===== src/rtl/lenprog_srx_pkg.sv =====
package lenprog_srx_pkg;

    localparam int unsigned DEF_WORD_W = 32;
    localparam int unsigned DEF_SYNC_STAGES = 2;

    // One detected serial-clock event, as seen in the system clock domain
    typedef struct packed {
        logic fire;    // a rising edge was seen and shifting is allowed
        logic bit_v;   // synchronized data value that goes with it
    } shift_evt_t;

    // What the shift core did in this cycle
    typedef enum logic [1:0] {
        EV_IDLE    = 2'd0,
        EV_SHIFT   = 2'd1,
        EV_CAPTURE = 2'd2
    } core_ev_t;

    // Default length code: all ones, which is the full width
    function automatic int unsigned full_len_code(input int unsigned word_w);
        return word_w - 1;
    endfunction

endpackage


===== src/rtl/lenprog_srx_sync.sv =====
module lenprog_srx_sync #(
    parameter int WIDTH  = 2,
    parameter int STAGES = lenprog_srx_pkg::DEF_SYNC_STAGES
) (
    input  logic             clk,
    input  logic             rst,
    input  logic [WIDTH-1:0] async_in,
    output logic [WIDTH-1:0] sync_out
);
    logic [WIDTH-1:0] stage_q [STAGES];

    genvar g;
    generate
        for (g = 0; g < STAGES; g++) begin : g_stage
            if (g == 0) begin : g_first
                always_ff @(posedge clk) begin
                    if (rst) stage_q[g] <= '0;
                    else     stage_q[g] <= async_in;
                end
            end else begin : g_next
                always_ff @(posedge clk) begin
                    if (rst) stage_q[g] <= '0;
                    else     stage_q[g] <= stage_q[g-1];
                end
            end
        end
    endgenerate

    assign sync_out = stage_q[STAGES-1];
endmodule


===== src/rtl/lenprog_srx_edge.sv =====
module lenprog_srx_edge
    import lenprog_srx_pkg::*;
(
    input  logic       clk,
    input  logic       rst,
    input  logic       enable,
    input  logic       line_clk,
    input  logic       line_dat,
    output shift_evt_t evt
);
    logic prev_q;

    always_ff @(posedge clk) begin
        if (rst) prev_q <= 1'b0;
        else     prev_q <= line_clk;
    end

    always_comb begin
        evt.fire  = line_clk & ~prev_q & enable & ~rst;
        evt.bit_v = line_dat;
    end
endmodule


===== src/rtl/lenprog_srx_core.sv =====
module lenprog_srx_core
    import lenprog_srx_pkg::*;
#(
    parameter int WORD_W = DEF_WORD_W,
    parameter int LEN_W  = $clog2(WORD_W)
) (
    input  logic              clk,
    input  logic              rst,
    input  logic              enable,
    input  shift_evt_t        evt,
    input  logic              len_wr,
    input  logic [LEN_W-1:0]  len_wdata,
    output logic [WORD_W-1:0] sreg_q,
    output logic [LEN_W-1:0]  cnt_q,
    output logic              capture,
    output logic [WORD_W-1:0] cap_word,
    output core_ev_t          ev_kind
);
    localparam logic [LEN_W-1:0] LEN_RESET = LEN_W'(full_len_code(WORD_W));

    logic [LEN_W-1:0]  len_q;
    logic [WORD_W-1:0] sreg_next;
    logic              at_len;

    assign sreg_next = {evt.bit_v, sreg_q[WORD_W-1:1]};
    assign at_len    = (cnt_q == len_q);
    assign capture   = evt.fire & at_len;
    assign cap_word  = sreg_next;

    always_comb begin
        if (capture)       ev_kind = EV_CAPTURE;
        else if (evt.fire) ev_kind = EV_SHIFT;
        else               ev_kind = EV_IDLE;
    end

    // The shift register has no reset and no clear: only a shift event moves it
    always_ff @(posedge clk) begin
        if (evt.fire) sreg_q <= sreg_next;
    end

    always_ff @(posedge clk) begin
        if (rst || !enable) begin
            cnt_q <= '0;
        end else begin
            case (ev_kind)
                EV_CAPTURE: cnt_q <= '0;
                EV_SHIFT:   cnt_q <= cnt_q + 1'b1;
                default:    cnt_q <= cnt_q;
            endcase
        end
    end

    always_ff @(posedge clk) begin
        if (rst)         len_q <= LEN_RESET;
        else if (len_wr) len_q <= len_wdata;
    end
endmodule


===== src/rtl/lenprog_srx_hold.sv =====
module lenprog_srx_hold #(
    parameter int WORD_W = lenprog_srx_pkg::DEF_WORD_W
) (
    input  logic              clk,
    input  logic              rst,
    input  logic              capture,
    input  logic [WORD_W-1:0] cap_word,
    input  logic              rd,
    output logic [WORD_W-1:0] hold_q,
    output logic              ready_q
);
    always_ff @(posedge clk) begin
        if (rst) begin
            hold_q  <= '0;
            ready_q <= 1'b0;
        end else if (capture) begin
            hold_q  <= cap_word;
            ready_q <= 1'b1;
        end else if (rd) begin
            ready_q <= 1'b0;
        end
    end
endmodule


===== src/rtl/lenprog_srx.sv =====
module lenprog_srx
    import lenprog_srx_pkg::*;
#(
    parameter int WORD_W  = DEF_WORD_W,
    parameter int STAGES  = DEF_SYNC_STAGES,
    localparam int LEN_W  = $clog2(WORD_W)
) (
    input  logic              clk,
    input  logic              rst,
    input  logic              enable,
    input  logic              ser_clk,
    input  logic              ser_dat,
    input  logic              len_wr,
    input  logic [LEN_W-1:0]  len_wdata,
    input  logic              rd,
    output logic [WORD_W-1:0] rd_data,
    output logic              ready
);
    logic [1:0]        line_sync;
    shift_evt_t        evt;
    logic [WORD_W-1:0] sreg_q;
    logic [LEN_W-1:0]  cnt_q;
    logic              capture;
    logic [WORD_W-1:0] cap_word;
    core_ev_t          ev_kind;
    logic              shift_fire;

    lenprog_srx_sync #(.WIDTH(2), .STAGES(STAGES)) u_sync (
        .clk      (clk),
        .rst      (rst),
        .async_in ({ser_clk, ser_dat}),
        .sync_out (line_sync)
    );

    lenprog_srx_edge u_edge (
        .clk      (clk),
        .rst      (rst),
        .enable   (enable),
        .line_clk (line_sync[1]),
        .line_dat (line_sync[0]),
        .evt      (evt)
    );

    lenprog_srx_core #(.WORD_W(WORD_W), .LEN_W(LEN_W)) u_core (
        .clk       (clk),
        .rst       (rst),
        .enable    (enable),
        .evt       (evt),
        .len_wr    (len_wr),
        .len_wdata (len_wdata),
        .sreg_q    (sreg_q),
        .cnt_q     (cnt_q),
        .capture   (capture),
        .cap_word  (cap_word),
        .ev_kind   (ev_kind)
    );

    lenprog_srx_hold #(.WORD_W(WORD_W)) u_hold (
        .clk      (clk),
        .rst      (rst),
        .capture  (capture),
        .cap_word (cap_word),
        .rd       (rd),
        .hold_q   (rd_data),
        .ready_q  (ready)
    );

    assign shift_fire = evt.fire;
endmodule


===== config.mk =====
export PLATFORM = sky130hd
export DESIGN_NAME = lenprog_srx
export DESIGN_NICKNAME = d
export VERILOG_FILES = /design/src/rtl/lenprog_srx_pkg.sv /design/src/rtl/lenprog_srx_sync.sv /design/src/rtl/lenprog_srx_edge.sv /design/src/rtl/lenprog_srx_core.sv /design/src/rtl/lenprog_srx_hold.sv /design/src/rtl/lenprog_srx.sv
export SDC_FILE = /design/constraint.sdc
export NUM_CORES = 1
export LEC_CHECK = 0
export CORE_ASPECT_RATIO = 0.8
export CORE_UTILIZATION = 50
export DETAILED_ROUTE_END_ITERATION = 7
export DONT_BUFFER_PORTS = 1
export GPL_TIMING_DRIVEN = 0
export PLACE_DENSITY = 0.75
export RECOVER_POWER = 100
export SYNTH_ARGS = -nofsm -noshare
export SYNTH_HDL_FRONTEND = slang
export SYNTH_HIERARCHICAL = 1
export SYNTH_SLANG_ARGS = --single-unit

===== constraint.sdc =====
create_clock -name clk -period 4.2 [get_ports clk]
set_input_delay 1.05 -clock clk [delete_from_list [all_inputs] [get_ports clk]]
set_output_delay 1.05 -clock clk [all_outputs]
set_load 0.005 [all_outputs]

* Word level (Yosys, flattened, before mapping)
Memory sizes are Yosys's and may differ from the RTL's.
Index checks and enable logic that the tools add are counted.
** Operators by class
- Bitwise gates (word level) :: 8
- Muxes and demuxes :: 10
- Reduce and logical (&&, ||, !) cells :: 4
- Add/subtract/negate cells :: 1
- Equality and inequality tests :: 3
** Operators with widths (number)
- one-hot mux 5 bit (2 select lines) :: 1
- two-way mux 1 bit :: 6
- two-way mux 2 bit :: 3
- adder 5 x 1 -> 5 bit, second input constant :: 1
- equality test 5 bit :: 1
- bitwise AND 1 bit :: 4
- nonzero test 2 bit :: 2
- equality test 2 x 1 -> 1 bit, second input constant :: 1
- equality test 2 bit, second input constant :: 1
- inverter 1 bit :: 2
- bitwise OR 1 bit :: 2
- zero test 1 bit :: 1
- logical OR 1 bit :: 1
** Storage, ports and cells
- Memories :: 1
- Input bits :: 12
- Register bits :: 76
- RAM bits :: 4
- Word-level logic and storage cells :: 33
** Memory list
- u_sync.stage_q :: depth 2, width 2, read ports 2, clocked after Yosys merged registers in 0, write ports 2, line lenprog_srx_sync.sv:10 : logic [WIDTH-1:0] stage_q [STAGES];

* Logic depth before layout (Yosys ltp)
Gate-level depths: netlist of the first run.
- Depth after elaboration :: 8
- Gate-level depth with buffers :: 8

* Cells and area by module
The synthesis of the first run kept the hierarchy.
** By module, submodules not included
- lenprog_srx_core :: cells an instance 114, times used 1, area an instance 1711.6 um2, seq. area each 1161.1 um2
- lenprog_srx_hold :: cells an instance 108, times used 1, area an instance 1204.9 um2, seq. area each 660.6 um2
- lenprog_srx_sync :: cells an instance 8, times used 1, area an instance 105.1 um2, seq. area each 80.1 um2
- lenprog_srx_edge :: cells an instance 4, times used 1, area an instance 48.8 um2, seq. area each 20.0 um2

* Least setup slack after synthesis of the first run
OpenSTA, ideal clock, no wires.
- Path kind :: in2reg
- From :: input port rst
- To :: register u_hold.hold_q[10]
- Cell stages on the path :: 8
- Path slack :: 1182 ps
- Arrival :: 2890 ps
- Cells stage by stage :: and4bb_2 clkbuf_2 and2_1 and2_1 buf_6 buf_12 mux2i_1 nor2_1
** On the way
- Cells in the longest elaborated chain, start to end :: 3
** Ends and longest elaborated chain
- start: declaration :: line lenprog_srx.sv:9 : input logic rst,
- inverter 1 bit :: line lenprog_srx_edge.sv:19 : evt.fire = line_clk & ~prev_q & enable & ~rst;
- bitwise AND 1 bit :: line lenprog_srx_edge.sv:19
- bitwise AND 1 bit :: line lenprog_srx_core.sv:27 : assign capture = evt.fire & at_len;
- named net capture :: line lenprog_srx.sv:23 : logic capture;
- end signal: assignment :: line lenprog_srx_hold.sv:17 : hold_q <= cap_word;
- end: declaration :: line lenprog_srx_hold.sv:9 : output logic [WORD_W-1:0] hold_q,
The timed path passes the listed nets, and every way through them passes these cells.
A chain may end at the register's enable or synchronous reset.

* Final worst setup path of the first run
- From :: input port rst
- To :: register u_hold.hold_q[27]
The elaborated chain is that of the path after synthesis.

==> key figures, run 1 <==
Timing
  • Clock skew: ~9.9 ps
  • Max Slew Vio Count: 33
  • TNS Setup: 0 ps
  • Final WS setup: 719 ps
  • Tightest Pin Transition: 1540 ps
  • Final hold violation count: 0
  • F_max: 287 MHz
  • Period utilization: 0.829
  • RSZ-0062 raised after global routing: no
  • Slew headroom: -0.0248
  • Final setup fails: 0
  • Min cycle time layout: 3480 ps

Critical path
  • Crit Reg-Reg Endpoint: u_hold/hold_q[27]
  • Reg2reg path depth: 8
  • Crit. End Element: register
  • Crit path max-delay family: simple AND/OR/NAND/NOR gates
  • CP Launch Point: rst
  • FF-to-FF setup slack: 1140 ps
  • Crit-path max cell delay: 1290 ps
  • Crit path to: u_hold/hold_q[27]
  • CP cell instances: and4bb_1 -> clkbuf_1 -> and2_1 -> and2_1 -> buf_6 -> buf_12 -> mux2i_1 -> nor2_1
  • Crit path DAT: approximately 3700 ps
  • CP Data Required Time: 4410 ps
  • WP depth: 8
  • Critical path fanouts, max: 32
  • Critical path class: primary input to register
  • Critical R2R Launch: u_edge/prev_q
  • CP Launch Type: primary input
  • CP max-delay cell: and4bb_1
  • Most frequent CP cell: and2_1
  • CP bufs+invs: 3

Clock network
  • Postcts setup bufs: 0
  • # clock sinks: 79
  • Post_cts resized: 0
  • CTS Buf Count: 9
  • Reg clk slew, reported paths: approximately 80 ps
  • Clk buf depth: 2
  • H-tree depth: 3
  • Insertion delay to the later sink of the worst-skew pair: 340 ps
  • # hold bufs at CTS: 0
  • CTS root buf: clkbuf_8
  • CTS tree: yes

Global route
  • Number of global-route vias before repair: 1,391
  • First-pass GRT wire length: 6840 um
  • Remaining Overflow, GRT: 0
  • Gr usage total: 0.162
  • Pin count of the biggest net entering global routing: 33
  • Antenna violations before repair: 0

Power
  • Pwr per Cell Area: 461 nW/um^2
  • Worst vdd ir: 0.275 mV
  • Leakage: 1.04 nW
  • Total Power: 0.00142 W

Routing
  • Post-route ant nets: 0
  • DRC errors left: 0
  • WL final: 4210 um
  • 1st-iter DRT viols: 64
  • First-pass detailed-route iteration total: 4
  • Wirelength per Cell: about 15 um
  • Vias: 1,460
  • Via/cell ratio: approximately 5.3

Placement
  • Setup Slack @ Placement: 827 ps
  • Placement-stage cell area: between 2000 and 3000 um^2
  • IO buf count: 0
  • Placed Instances: 262
  • GP Congestion: 0.695
  • HPWL after DPL: approximately 2600 um

Floorplanning
  • Die X: 85.6 um
  • Initial Util: 0.539
  • Core area: 5180 um^2
  • DIE AREA: 5890 um^2
  • I/O pin total: 45
  • Cell Rows: 23
  • Die Ht: 68.8 um

Synth
  • Syn. warnings: 6
  • Syn Nets: around 210
  • Post-Syn Area: 2790 um^2
  • Cells after Synth: 200
  • Syn Area/Cell: 14.0 um^2

Status
  • Violated checks: max-capacitance violations, max-slew violations
  • Status: complete, but fails checks

Hold path
  • Hold Path Class: register to register

Cells and area
  • Layout area overhead: 10.1%
  • ANT cells: 0
  • # fillers: 433
  • Fraction of layout cells with a size suffix above 1: 0.102
  • Cell area after layout: 3080 um^2
  • Final nets: 224
  • Final Non-Filler Cells: 278

Job
  • # Max-Cap Violations: 1
## per-layer routing
layer,track usage,part of all wire,vias to the layer above
li1,-,-,720
met4,0.0688,0.014,0
met3,0.0821,0.073,8
met1,0.212,0.49,689
met2,0.227,0.42,43
met5,0,0,-
## metrics by stage
stage               hold WS, ps  utilization
global route                455        0.594
finish                      445        0.594
detailed placement          433        0.554
floorplan                   414            -
global placement            419        0.554
CTS                         448        0.594
## layout make-up
class	instances	area (um^2)	area share
Buffer	12	111	0.0362
Multi-Input combinational cell	108	785	0.255
Clock inverter	4	71.3	0.0232
Sequential cell	79	1890	0.615
Inverter	1	3.75	0.00122
Tap cell	62	77.6	0.0252
Clock buffer	12	135	0.0439
## cells in the final DEF (no fill, tap or decap), drive strengths merged, types with 2 or more instances in the layout
cell     n
dfxtp   48
mux2i   33
nor2    32
edfxtp  31
clkbuf  17
nor2b   10
xor2     7
buf      7
a211o    5
a211oi   4
bufinv   2
and2     2
nand4    2
nand2b   2
## worst min path at each step
stage,startpoint,to,cells past startpoint
floorplan,u_sync/stage_q[0][0],u_sync/stage_q[1][0],1
global placement,u_sync/stage_q[0][1],u_sync/stage_q[1][1],1
detailed placement,u_core/sreg_q[31],u_core/sreg_q[30],0
CTS,u_core/sreg_q[4],u_core/sreg_q[3],0
global route,u_sync/stage_q[0][0],u_sync/stage_q[1][0],1
finish,u_core/sreg_q[16],u_core/sreg_q[15],0
## state kept, by name (all words and copies together) (netlist names)
name            flops
u_core/sreg_q      31
u_core/len_q        5
u_hold/ready_q      1
u_sync/stage_q      4
u_edge/prev_q       1
u_core/cnt_q        5
u_hold/hold_q      32
## worst reg2reg max path, cell delays in order (launching register included)
cell and delay [ps]:
dfxtp_1 300, and4bb_1 1280, clkbuf_1 380, and2_1 250, and2_1 160, buf_6 160
buf_12 150, mux2i_1 210, nor2_1 60
## power breakdown
group	switching, W	leakage, nW	internal [W]
sequential	0.00000419	0.669	0.000800
clock	0.000256	0.0982	0.000334
combinational	0.0000147	0.268	0.0000104
(Power assumes the default switching activity.)
==> run 2, diff against run 1 <==
- clock period: 4.2 -> 3.3 ns (I/O delays scaled with it)
==> run 2 against run 1 <==
  * The run now ends clean
  * Wire length is 0.40% lower
  * Register-to-register slack worse by 520 ps
  * Clock skew hardly changed
  * Core utilization stayed put
  * Cell count stayed put
  * Clock-buffer cell count stayed put
  * Global-route usage stayed put
  * Critical path type unchanged
  * Critical endpoint is now u_hold/hold_q[25]
==> key figures, run 2 (same netlist as run 1, synthesis figures left out) <==
Status
  • Status: finished clean

Clock network
  • # hold bufs at CTS: 0 (unchanged)
  • CTS root buf: clkbuf_8
  • Clk buf depth: 2 (unchanged)
  • CTS tree: yes
  • Post_cts resized: 0 (unchanged)
  • Reg clk slew, reported paths: 70 ps (about the same)
  • Insertion delay to the later sink of the worst-skew pair: 340 ps (about the same)
  • H-tree depth: 3 (unchanged)
  • # clock sinks: 79 (unchanged)
  • Postcts setup bufs: 0 (unchanged)
  • CTS Buf Count: 9 (unchanged)

Global route
  • Gr usage total: 0.162 (unchanged)
  • Number of global-route vias before repair: 1,391 (unchanged)
  • First-pass GRT wire length: 6840 um (unchanged)
  • Pin count of the biggest net entering global routing: 33 (unchanged)
  • Remaining Overflow, GRT: 0 (unchanged)
  • Layer with the highest usage: met2
  • Met1 Use GR: 0.212 (unchanged)
  • Antenna violations before repair: 0 (unchanged)
  • M2 GR Usage: 0.227 (unchanged)
  • Met3 GRT Util: 0.0821 (unchanged)

Timing
  • Slew headroom: 0.414 (+0.439)
  • Final setup fails: 0 (unchanged)
  • F_max: 349 MHz
  • TNS Setup: 0 ps (unchanged)
  • Tightest Pin Transition: 879 ps (-658 ps)
  • Final hold violation count: 0 (unchanged)
  • Min cycle time layout: between 2000 and 3000 ps
  • RSZ-0062 raised after global routing: no
  • Clock skew: 10.4 ps (+0.499 ps)
  • Max Slew Vio Count: 0 (-100%)
  • Period utilization: 0.869

Placement
  • Placement-stage cell area: 2870 um^2 (unchanged)
  • GP Congestion: 0.695 (unchanged)
  • HPWL after DPL: 2640 um (unchanged)
  • IO buf count: 0 (unchanged)
  • Placed Instances: 262 (unchanged)

Cells and area
  • Sequential cell area: 1890 um^2 (unchanged)
  • Multi-input logic area: 785 um^2 (unchanged)
  • Final Non-Filler Cells: 278 (unchanged)
  • Final nets: 224 (unchanged)
  • Final core occ: 0.594 (unchanged)
  • Leading cell type in the layout, fill and taps excluded: dfxtp_1
  • Max reg flops: 32 (unchanged)
  • Fraction of layout cells with a size suffix above 1: 0.106 (+0.00463)
  • Most frequent cells in the layout: dfxtp_1, mux2i_1, nor2_1, edfxtp_1, nor2b_1
  • Cell area after layout: 3080 um^2 (unchanged)
  • ANT cells: 0 (unchanged)
  • Biggest regs: u_hold/hold_q: 32 flops, u_core/sreg_q: 31 flops
  • # fillers: 433 (unchanged)
  • Layout area overhead: 10.1% (unchanged)
  • Largest register by flop count: u_hold/hold_q

Routing
  • WL final: 4200 um (-0.40%)
  • Via/cell ratio: 5.24 (-0.21%)
  • DRC errors left: 0 (unchanged)
  • Wirelength per Cell: 15.1 um (-0.40%)
  • 1st-iter DRT viols: 75 (+17%)
  • First-pass detailed-route iteration total: 4 (unchanged)
  • Vias: 1,457 (-0.21%)
  • Post-route ant nets: 0 (unchanged)

Floorplanning
  • Die X: 85.6 um (unchanged)
  • Initial Util: 0.539 (unchanged)
  • Cell Rows: 23 (unchanged)
  • DIE AREA: 5890 um^2 (unchanged)
  • Core area: 5180 um^2 (unchanged)
  • I/O pin total: 45 (unchanged)
  • Die Ht: 68.8 um (unchanged)

Critical path
  • Crit path max-delay family: simple AND/OR/NAND/NOR gates
  • Crit-path max cell delay: 870 ps (-420 ps)
  • CP Launch Type: primary input
  • Reg2reg path depth: 8 (unchanged)
  • CP max-delay cell: and4bb_2
  • Critical path fanouts, max: 32 (unchanged)
  • CP cell instances: and4bb_2 -> clkbuf_1 -> and2_0 -> and2_0 -> buf_6 -> buf_12 -> mux2i_1 -> nor2_1
  • Critical path class: primary input to register
  • Crit. End Element: register
  • CP bufs+invs: 3 (unchanged)
  • Crit path DAT: 3080 ps (-620 ps)
  • CP Data Required Time: 3520 ps (-890 ps)
  • Most frequent CP cell: and2_0
  • WP depth: 8 (unchanged)

Hold path
  • Hold Path Class: register to register
  • Hold path depth: 0 (unchanged)

Power
  • Pwr per Cell Area: 587 nW/um^2 (+27%)
  • Leakage: 1.03 nW (-0.47%)
  • Worst vdd ir: 0.350 mV (+27%)
  • Total Power: 0.00180 W (+27%)

Job
  • # Max-Cap Violations: 0 (-1)
## run 2: per-layer routing
metal  vias to the layer above  wire [um]
met4                         0         59
met5                         -          0
met3                         8        300
met1                       686       2080
li1                        721          -
met2                        42       1750
## run 2: path summary, 6_finish.rpt
check | start | endpoint | slack (ps)
hold / removal | u_core/sreg_q[16] | u_core/sreg_q[15] | 450
setup / recovery | rst | u_hold/hold_q[25] | 430
setup reg to reg | u_edge/prev_q | u_hold/hold_q[25] | 620
hold reg to reg | u_core/sreg_q[16] | u_core/sreg_q[15] | 450
## run 2: report_power, final
part,total [W],internal (W),switching (W)
sequential,0.00102,0.00102,0.00000532
clock,0.000749,0.000425,0.000324
combinational,0.0000320,0.0000133,0.0000187
total,0.00180,0.00146,0.000348
## run 2: area by class of cell
| class | count | area share |
|---|---|---|
| Sequential cell | 79 | 0.615 |
| Multi-Input combinational cell | 108 | 0.255 |
| Clock buffer | 12 | 0.0439 |
| Buffer | 12 | 0.0362 |
| Tap cell | 62 | 0.0252 |
| Clock inverter | 4 | 0.0232 |
| Inverter | 1 | 0.00122 |
## run 2: worst register-to-register path, stage by stage, from the launching register on
cell      delay (ps)
dfxtp_1          300
and4bb_2         880
clkbuf_1         350
and2_0           280
and2_0           180
buf_6            160
buf_12           150
mux2i_1          220
nor2_1            50
## run 2: stage by stage
step / worst slack [ps] / hold WS, ps
5_1_grt: 229 / 455
3_3_place_gp: 216 / 419
4_1_cts: 541 / 448
3_5_place_dp: 152 / 433
6_report: 432 / 447
2_1_floorplan: 555 / 414
